==> src/rtl/capcmp_pkg.sv <==
package capcmp_pkg;
   localparam int CTL_W   = 16;
   localparam int B_FLAG  = 0;
   localparam int B_COV   = 1;
   localparam int B_LVL   = 3;
   localparam int B_IE    = 4;
   localparam int B_CAP   = 8;
   localparam int B_SCS   = 9;
   localparam int B_LATCH = 10;
   localparam int B_SWV   = 12;
   localparam int B_SWSEL = 13;
   localparam int B_RISE  = 14;
   localparam int B_FALL  = 15;
   localparam logic [3:0] VEC_ADDR = 4'hF;

   function automatic logic [CTL_W-1:0] keep_mask(input bit ext);
      logic [CTL_W-1:0] m;
      m = '0;
      m[B_LVL] = 1'b1;
      if (!ext) begin
         m[B_LATCH] = 1'b1;
         m[B_SCS]   = 1'b1;
      end
      return m;
   endfunction

   function automatic logic [15:0] ovf_code(input bit ext);
      return ext ? 16'h000E : 16'h000A;
   endfunction
endpackage

==> src/rtl/capcmp_sync.sv <==
module capcmp_sync #(
   parameter int WIDTH = 1
) (
   input  logic             clk,
   input  logic             rst_n,
   input  logic [WIDTH-1:0] d,
   output logic [WIDTH-1:0] q
);
   logic [WIDTH-1:0] meta;

   always_ff @(posedge clk or negedge rst_n) begin
      if (!rst_n) begin
         meta <= '0;
         q    <= '0;
      end else begin
         meta <= d;
         q    <= meta;
      end
   end
endmodule

==> src/rtl/capcmp_chan.sv <==
module capcmp_chan
   import capcmp_pkg::*;
#(
   parameter int CNT_W = 16,
   parameter bit EXT   = 1'b0
) (
   input  logic             clk,
   input  logic             rst_n,
   input  logic             pin_s,
   input  logic [CNT_W-1:0] count,
   input  logic             tick,
   input  logic             ctl_wr,
   input  logic             dat_wr,
   input  logic [15:0]      wdata,
   input  logic             vec_clr,
   input  logic             ack_clr,
   output logic [CTL_W-1:0] ctl_o,
   output logic [CNT_W-1:0] dat_o
);
   localparam logic [CTL_W-1:0] KEEP = keep_mask(EXT);

   logic [CTL_W-1:0] ctl_q, ctl_n;
   logic [CNT_W-1:0] dat_q, dat_n;
   logic             lvl_q, lvl_n;
   logic             rise, fall, cap_ev, cmp_ev;

   always_comb begin
      ctl_n = ctl_q;
      dat_n = dat_q;
      if (ctl_wr) ctl_n = (wdata & ~KEEP) | (ctl_q & KEEP);
      if (dat_wr) dat_n = wdata[CNT_W-1:0];
      if (vec_clr || ack_clr) ctl_n[B_FLAG] = 1'b0;

      // input source: software level on a select write, held while selected
      if (ctl_wr && wdata[B_CAP] && wdata[B_SWSEL]) lvl_n = wdata[B_SWV];
      else if (ctl_n[B_SWSEL])                      lvl_n = lvl_q;
      else                                          lvl_n = pin_s;

      rise   = !lvl_q && lvl_n;
      fall   = lvl_q && !lvl_n;
      cap_ev = ctl_n[B_CAP] && ((rise && ctl_n[B_RISE]) || (fall && ctl_n[B_FALL]));
      cmp_ev = !ctl_q[B_CAP] && tick && (count == dat_q);

      // events are applied last so they win over writes and clears
      if (cap_ev) begin
         if (ctl_q[B_FLAG]) ctl_n[B_COV] = 1'b1;
         else begin
            dat_n          = count;
            ctl_n[B_FLAG]  = 1'b1;
         end
      end
      if (cmp_ev) begin
         ctl_n[B_FLAG]  = 1'b1;
         ctl_n[B_LATCH] = lvl_q;
      end
      ctl_n[B_LVL] = 1'b0;
   end

   always_ff @(posedge clk or negedge rst_n) begin
      if (!rst_n) begin
         ctl_q <= '0;
         dat_q <= '0;
         lvl_q <= 1'b0;
      end else begin
         ctl_q <= ctl_n;
         dat_q <= dat_n;
         lvl_q <= lvl_n;
      end
   end

   always_comb begin
      ctl_o        = ctl_q;
      ctl_o[B_LVL] = lvl_q;
   end
   assign dat_o = dat_q;
endmodule

==> src/rtl/capcmp_prio.sv <==
module capcmp_prio
   import capcmp_pkg::*;
#(
   parameter int NUM_CH = 3,
   parameter bit EXT    = 1'b0
) (
   input  logic [NUM_CH-1:0] pend,
   input  logic              ovf_pend,
   output logic [15:0]       code,
   output logic [NUM_CH-1:0] hit,
   output logic              hit_ovf
);
   always_comb begin
      code    = '0;
      hit     = '0;
      hit_ovf = 1'b0;
      if (ovf_pend) begin
         code    = ovf_code(EXT);
         hit_ovf = 1'b1;
      end
      for (int i = NUM_CH - 1; i >= 0; i--) begin
         if (pend[i]) begin
            code    = 16'(2 * i);
            hit     = '0;
            hit[i]  = 1'b1;
            hit_ovf = 1'b0;
         end
      end
   end
endmodule

==> src/rtl/capcmp_vec.sv <==
module capcmp_vec
   import capcmp_pkg::*;
#(
   parameter int NUM_CH = 3,
   parameter int CNT_W  = 16,
   parameter bit EXT    = 1'b0
) (
   input  logic              clk,
   input  logic              rst_n,
   input  logic [CNT_W-1:0]  count,
   input  logic              cnt_tick,
   input  logic [NUM_CH-1:0] cap_pin,
   input  logic              ovf_flag,
   input  logic              ovf_en,
   input  logic              bus_sel,
   input  logic              bus_wr,
   input  logic              bus_rd,
   input  logic [3:0]        bus_addr,
   input  logic [15:0]       bus_wdata,
   output logic [15:0]       bus_rdata,
   output logic              ovf_ack,
   output logic [15:0]       iv_code,
   output logic              irq_ch0,
   output logic              irq_shared,
   input  logic              irq0_ack
);
   initial begin
      assert (NUM_CH >= 2 && NUM_CH <= 7) else $fatal(1, "NUM_CH must be 2..7");
      assert (CNT_W >= 1 && CNT_W <= 16) else $fatal(1, "CNT_W must be 1..16");
   end

   logic [NUM_CH-1:0]            pin_s;
   logic [NUM_CH-1:0][CTL_W-1:0] ctl_a;
   logic [NUM_CH-1:0][CNT_W-1:0] dat_a;
   logic [NUM_CH-1:0]            ctl_wr_v, dat_wr_v, pend, hit;
   logic                         hit_ovf, vec_acc, ovf_pend;

   capcmp_sync #(.WIDTH(NUM_CH)) u_sync (
      .clk(clk), .rst_n(rst_n), .d(cap_pin), .q(pin_s)
   );

   assign vec_acc  = bus_sel && (bus_wr || bus_rd) && (bus_addr == VEC_ADDR);
   assign ovf_pend = ovf_flag && ovf_en;

   for (genvar i = 0; i < NUM_CH; i++) begin : g_ch
      logic vclr, aclr;
      assign ctl_wr_v[i] = bus_sel && bus_wr && (bus_addr == {1'b0, 3'(i)});
      assign dat_wr_v[i] = bus_sel && bus_wr && (bus_addr == {1'b1, 3'(i)});
      if (i == 0) begin : g_first
         assign vclr = 1'b0;
         assign aclr = irq0_ack;
      end else begin : g_rest
         assign vclr = vec_acc && hit[i];
         assign aclr = 1'b0;
      end
      capcmp_chan #(.CNT_W(CNT_W), .EXT(EXT)) u_chan (
         .clk(clk), .rst_n(rst_n), .pin_s(pin_s[i]), .count(count),
         .tick(cnt_tick), .ctl_wr(ctl_wr_v[i]), .dat_wr(dat_wr_v[i]),
         .wdata(bus_wdata), .vec_clr(vclr), .ack_clr(aclr),
         .ctl_o(ctl_a[i]), .dat_o(dat_a[i])
      );
      assign pend[i] = ctl_a[i][B_IE] && ctl_a[i][B_FLAG];
   end

   capcmp_prio #(.NUM_CH(NUM_CH), .EXT(EXT)) u_prio (
      .pend(pend), .ovf_pend(ovf_pend), .code(iv_code), .hit(hit), .hit_ovf(hit_ovf)
   );

   assign ovf_ack    = vec_acc && hit_ovf;
   assign irq_ch0    = pend[0];
   assign irq_shared = (|pend[NUM_CH-1:1]) || ovf_pend;

   always_comb begin
      bus_rdata = '0;
      if (bus_addr == VEC_ADDR) bus_rdata = iv_code;
      else begin
         for (int i = 0; i < NUM_CH; i++) begin
            if (bus_addr[2:0] == 3'(i)) begin
               if (bus_addr[3]) bus_rdata = 16'(dat_a[i]);
               else             bus_rdata = ctl_a[i];
            end
         end
      end
   end
endmodule

==> config.mk <==
export PLATFORM = sky130hd
export DESIGN_NAME = capcmp_vec
export DESIGN_NICKNAME = d
export VERILOG_FILES = /design/src/rtl/capcmp_pkg.sv /design/src/rtl/capcmp_sync.sv /design/src/rtl/capcmp_chan.sv /design/src/rtl/capcmp_prio.sv /design/src/rtl/capcmp_vec.sv
export SDC_FILE = /design/constraint.sdc
export NUM_CORES = 1
export LEC_CHECK = 0
export CELL_PAD_IN_SITES_DETAIL_PLACEMENT = 2
export CELL_PAD_IN_SITES_GLOBAL_PLACEMENT = 2
export CORE_MARGIN = 4
export CORE_UTILIZATION = 33
export CTS_CLUSTER_DIAMETER = 40
export DETAILED_ROUTE_END_ITERATION = 6
export PLACE_DENSITY_LB_ADDON = 0.1
export SLEW_MARGIN = 10
export SYNTH_ARGS = -nofsm -noshare
export SYNTH_HDL_FRONTEND = slang
export SYNTH_SLANG_ARGS = --single-unit
==> constraint.sdc <==
create_clock -name clk -period 2.6 [get_ports clk]
set_input_delay 0.65 -clock clk [delete_from_list [all_inputs] [get_ports clk]]
set_output_delay 0.65 -clock clk [all_outputs]
set_load 0.005 [all_outputs]
# ---- Yosys cells after proc, flatten, opt, wreduce, memory -nomap -nowiden
# Index checks and enable logic that the tools add are counted.
dict set report word_totals {
  elab_cells 148
  regBits 102
  output_inout_bits 35
}
dict set report op_classes {
  bitwise_logic 3
  n_eq_ne 11
  reduce_logical 63
  muxes 54
}
# op n
set ops {}
lappend ops {{$mux 16} 19}
lappend ops {{$eq 16x16->1} 3}
lappend ops {{$or 16x11->16} 3}
lappend ops {{$logic_and 1x1->1} 43}
lappend ops {{$mux 1} 25}
lappend ops {{$eq 4x4->1 const B} 4}
lappend ops {{$mux 4} 4}
lappend ops {{$logic_not 1->1} 9}
lappend ops {{$mux 3} 3}
lappend ops {{$mux 2} 3}
lappend ops {{$reduce_bool 2->1} 3}
lappend ops {{$logic_or 1x1->1} 5}
lappend ops {{$eq 4x1->1 const B} 1}
lappend ops {{$eq 4x2->1 const B} 1}
lappend ops {{$logic_not 4->1} 1}
lappend ops {{$eq 3x1->1 const B} 1}
lappend ops {{$eq 3x2->1 const B} 1}
lappend ops {{$logic_not 3->1} 1}
lappend ops {{$reduce_or 2->1} 1}

# ---- Logic depth before layout (Yosys ltp)
dict set report logic_depth {
  word_depth 12
  depth_mapped 11
  mapped_depth_nobuf 6
}

# ---- By module
# Synthesis repeated with hierarchy kept, for this count alone.
dict set report unflattened {
  cells_unflattened 545
  area_unflattened_um2 6449.9
}
# mod seq_area_each_um2 cells_per_inst area_per_inst_um2 instances
set by_module_without_submodules {}
lappend by_module_without_submodules {capcmp_chan 775.7 125 1671.6 3}
lappend by_module_without_submodules {capcmp_vec 0.0 141 1108.6 1}
lappend by_module_without_submodules {capcmp_prio 0.0 23 176.4 1}
lappend by_module_without_submodules {capcmp_sync 150.1 6 150.1 1}

# ---- Worst setup path before layout
# OpenSTA, ideal clock, no wires.
dict set report synth_timing {
  kind {input to register}
  from {input bus_addr[3]}
  to {register g_ch[2].u_chan.dat_q[10]}
  path_slack_ns -0.205
  arrival_time_ns 2.680
  n_path_buf 4
  required_ns 2.475
  stages 10
  path_cell_list {clkbuf_1 nand4bb_1 buf_2 or4_1 nand4_1 mux2i_1 or3_1 buf_6 buf_12 mux2_4}
}
dict set report synth_via {
  elab_chain_cells 11
}
# element line
set synth_rtl {}
lappend synth_rtl {{start: declaration} capcmp_vec.sv:18} ;# input logic [3:0] bus_addr,
lappend synth_rtl {{$eq 4x2->1} capcmp_vec.sv:47} ;# assign ctl_wr_v[i] = bus_sel && bus_wr && (bus_addr == {1'b0, 3'(i)});
lappend synth_rtl {{$logic_and 1x1->1} capcmp_vec.sv:47}
lappend synth_rtl {{$mux 16 / $logic_and 1x1->1 (equally long branches)} {capcmp_chan.sv:30, capcmp_chan.sv:35}}
lappend synth_rtl {{$mux 1 / $logic_and 1x1->1 (equally long branches)} {capcmp_chan.sv:36, capcmp_chan.sv:35}}
lappend synth_rtl {{$mux 1} capcmp_chan.sv:35} ;# if (ctl_wr && wdata[B_CAP] && wdata[B_SWSEL]) lvl_n = wdata[B_SWV];
lappend synth_rtl {{$logic_not 1->1} capcmp_chan.sv:40} ;# fall = lvl_q && !lvl_n;
lappend synth_rtl {{$logic_and 1x1->1} capcmp_chan.sv:40}
lappend synth_rtl {{$logic_and 1x1->1} capcmp_chan.sv:41} ;# cap_ev = ctl_n[B_CAP] && ((rise && ctl_n[B_RISE]) || (fall && ctl_n[B_FALL]));
lappend synth_rtl {{$logic_or 1x1->1} capcmp_chan.sv:41}
lappend synth_rtl {{$logic_and 1x1->1} capcmp_chan.sv:41}
lappend synth_rtl {{$mux 16 (*)} capcmp_chan.sv:45} ;# if (cap_ev) begin
lappend synth_rtl {{named net g_ch[2].u_chan.dat_n[10]} capcmp_chan.sv:23} ;# logic [CNT_W-1:0] dat_q, dat_n;
lappend synth_rtl {{end signal: assignment} capcmp_chan.sv:66} ;# dat_q <= dat_n;
lappend synth_rtl {{end: declaration} capcmp_chan.sv:23}
# The timed path passes the listed nets; every way through them passes the cells marked *. The select of a mux whose other input is x is not followed.
# A chain may end at the register's enable or synchronous reset.

# ---- Worst setup path in the final report
dict set report layout_timing {
  from {input bus_addr[1]}
  to {register g_ch[2].u_chan.dat_q[14]}
}
# Same word-level chain as after synthesis.

==> results by group <==
Layout
  – Design area: ~8400 um2
  – Fin nets: around 730
  – # fillers: approximately 1900
  – N_diodes: 0
  – Synth-to-Final Area Change: 35.2%
  – Layout Utilization: a little under half
  – Share of layout cells above drive strength 1: between 40% and 50%

Setup path
  – Startpoint Class: input port
  – Setup CP Type: input port to flip-flop
  – CP max stage delay: approximately 0.47 ns
  – Critical-path cell list: clkdlybuf4s15_2 > buf_6 > nand2b_4 > or4_4 > nand4_1 > mux2i_2 > or3_4 > buf_16 > mux2_4
  – Arrival @ worst endpoint: 2.82 ns
  – CP max FO: 8
  – Worst path required time: between 2 and 3 ns
  – Kind of end point of the critical path: flip-flop
  – Critical-path top delay cell: or3_4
  – Reg2Reg Depth: 7
  – Flop2flop setup slack: approximately 0.32 ns

Floorplanning
  – Die height: approximately 140 um
  – Die area: about 21000 um2
  – Starting Density: between 30 and 40%
  – Core Region: between 15000 and 20000 um2
  – Die X: roughly 140 um
  – # IOs: 83
  – Row cnt: between 40 and 50

Clocking
  – Clock sink total: about 100
  – CTS tree: done
  – Root Buffer: clkbuf_16
  – Clk slew on worst S/H paths: about 0.080 ns
  – CTS Buffer Depth: 2
  – H-tree levels: 3
  – CTS buffer count: 9
  – Clk Latency, worst-skew pair: between 0.3 and 0.4 ns

Logic synthesis
  – Synth unique cells: between 40 and 50
  – Cell Area, Synth: 6180 um2
  – Synth Flop Type: dfrtp_1
  – Synth top area share: 40.1%
  – Number of flops mapped to enable cells by yosys: 0
  – Mapped Cells: around 550
  – Most common library cells after synthesis: 135 x mux2_2, 99 x dfrtp_1, 36 x mux2i_1, 36 x xor2_1, 32 x clkbuf_1
  – Sequential area share after synthesis: around two fifths
  – Synth top area cells: dfrtp_1 40%, mux2_2 25%, mux2i_1 5.8%
  – Seq cells post-synth: 99
  – Ys Warns: 0
  – Yosys top cell by area: dfrtp_1
  – Top-count cell post-synth: mux2_2
  – Synth Area per Inst: approximately 11 um2
  – Post-synth ARST share: 100%

Placed design
  – Dpl cell area: between 7000 and 8000 um2
  – PortBufs: 69
  – Hpwl dp: between 15000 and 20000 um
  – GPL Wtd Cong: around 0.8

GRT
  – First-pass GRT wire length: ~36000 um
  – Grt ovf: 0
  – All-layer global routing usage: 23.3%
  – Vias in the first global route: around 5700
  – Pin count of the biggest net entering global routing: 35
  – Initial antenna violation count: 0

Timing
  – Pins over their slew limit: 0
  – Final Skew: between 0.008 and 0.009 ns
  – Endpoints failing setup: 0
  – Hold slack: between 0.2 and 0.3 ns
  – Slew HR: slightly above 60%
  – Crit path time final: about 2.6 ns
  – Tcrit/Tclk final: a little over nine tenths
  – Least-Margin Pin Slew: ~0.56 ns
  – Final Hold Fails: 0
  – Max frequency: 389 MHz

Route
  – Routed len/inst: around 26 um
  – DR pass1 iterations: 4
  – Iter 0 DRT Violations: approximately 230
  – DR vias: approximately 5000
  – Detailed Route WL: between 20000 and 25000 um
  – Routed Antenna Nets: 0
  – Vias per cell: 5.43
  – DRC viols: 0

Run status
  – Outcome: finished clean

Power and ir drop
  – Overall power: roughly 6.4 mW
  – Power per cell area: just under 800 nW/um2
  – Max VDD drop: approximately 0.35 mV
  – Leak pwr: approximately 3.8 nW

Job
  – Max cap viols: 0

Worst hold path
  – Worst Hold Class: input port to async pin
==> layout make-up <==
type	count	area (um2)	share of cell area (%)
repair buffers	180	1700	20.3
inverters	7	26.3	0.314
multi-input cells	389	3570	42.7
flip-flops and latches	99	2480	29.6
clock buffers	9	225	2.69
well taps	229	287	3.43
clock inverters	7	72.6	0.868
==> stage by stage <==
| step | instances | TNS (ns) | setup WS (ns) |
|---|---|---|---|
| after CTS | 914 | -0.000735 | -0.000735 |
| after global routing | 920 | -0.00721 | -0.00655 |
| after floorplan | 558 | -2.02 | -0.199 |
| after global placement | 876 | -39.31 | -0.659 |
| final | 920 | 0 | 0.0319 |
| after detailed placement | 876 | -44.07 | -0.722 |
==> power by group <==
part / leakage [nW] / switching [mW] / internal (mW)
clock: 0.143 / 0.695 / 0.679
combinational: 2.43 / 1.03 / 1.41
sequential: 1.23 / 0.559 / 2.06
==> cell families (layout without fill, tap and decap cells) <==
logic type | count (synthesis) | in the layout | share of synthesized area, %
other cells | 1 | 13 | 0.0607
compound gates | 51 | 51 | 5.99
xor+xnor | 48 | 48 | 6.80
simple gates | 96 | 96 | 8.36
buf+inv | 70 | 203 | 5.75
flops | 99 | 99 | 40.1
mux | 181 | 181 | 33.0
==> final timing paths <==
check / from / end
hold reg to reg: u_sync.meta[2] / u_sync.q[2]
setup / recovery: bus_addr[1] / g_ch[2].u_chan.dat_o[14]
min in group clk: u_sync.meta[2] / u_sync.q[2]
max in group asynchronous: rst_n / g_ch[1].u_chan.ctl_q[15]
setup reg to reg: g_ch[2].u_chan.lvl_q / g_ch[2].u_chan.dat_o[14]
hold / removal: rst_n / g_ch[2].u_chan.ctl_q[14]
==> registers in the layout (all words and copies together), names as in the netlist <==
signal,cells
g_ch.u_chan.ctl_q,42
g_ch.u_chan.dat_o,48
g_ch.u_chan.lvl_q,3
u_sync.meta,3
u_sync.q,3
==> routing by layer <==
| layer | GRT usage [%] | wire length (um) | vias up |
|---|---|---|---|
| li1 | - | - | 2239 |
| met1 | 30.1 | 10300 | 2593 |
| met2 | 40.5 | 12000 | 133 |
| met3 | 3.84 | 976 | 27 |
| met4 | 5.84 | 461 | 0 |
| met5 | 0 | 0 | - |
==> timing repair <==
item / CTS / global route
resized for setup: 109 / 25
cloned: 3 / 1
buffers inserted: 19 / 6
setup endpoints to repair: 70 / 63
hold buffers: 0 / 0
pin swaps: 12 / 6
==> critical path, delay by kind of cell <==
family / cells / cell delay (ns)
multiplexers: 2 / 0.42
buffers and inverters: 3 / 0.58
AND/OR/NAND/NOR: 4 / 1.16
==> layout by cell type, fill, tap and decap left out, types with 3 or more instances in the layout <==
| cell | synthesis | layout |
|---|---|---|
| o211ai_1 | 6 | 6 |
| clkdlybuf4s15_1 | 0 | 3 |
| conb_1 | 1 | 13 |
| xnor2_1 | 12 | 12 |
| xor2_1 | 36 | 36 |
| o221ai_1 | 14 | 9 |
| a21boi_0 | 3 | 3 |
| o21ai_0 | 8 | 6 |
| mux2i_1 | 36 | 35 |
| nor4_1 | 6 | 6 |
| dfrtp_1 | 99 | 99 |
| a21oi_1 | 9 | 5 |
| dlygate4sd2_1 | 0 | 8 |
| nor2b_1 | 6 | 5 |
| mux2_4 | 9 | 10 |
| nor2_1 | 14 | 10 |
| nand4_1 | 14 | 14 |
| o221ai_2 | 0 | 5 |
| nor4b_1 | 5 | 4 |
| a21oi_2 | 0 | 3 |
| mux2_2 | 135 | 134 |
| clkdlybuf4s50_1 | 0 | 39 |
| buf_4 | 14 | 87 |
| inv_1 | 7 | 7 |
| nand2_1 | 25 | 23 |
| nand3_1 | 7 | 6 |
| buf_12 | 1 | 12 |
| buf_2 | 7 | 14 |
| clkbuf_16 | 0 | 10 |
| nor3_1 | 5 | 4 |
| buf_6 | 2 | 8 |
(Power assumes the default switching activity.)
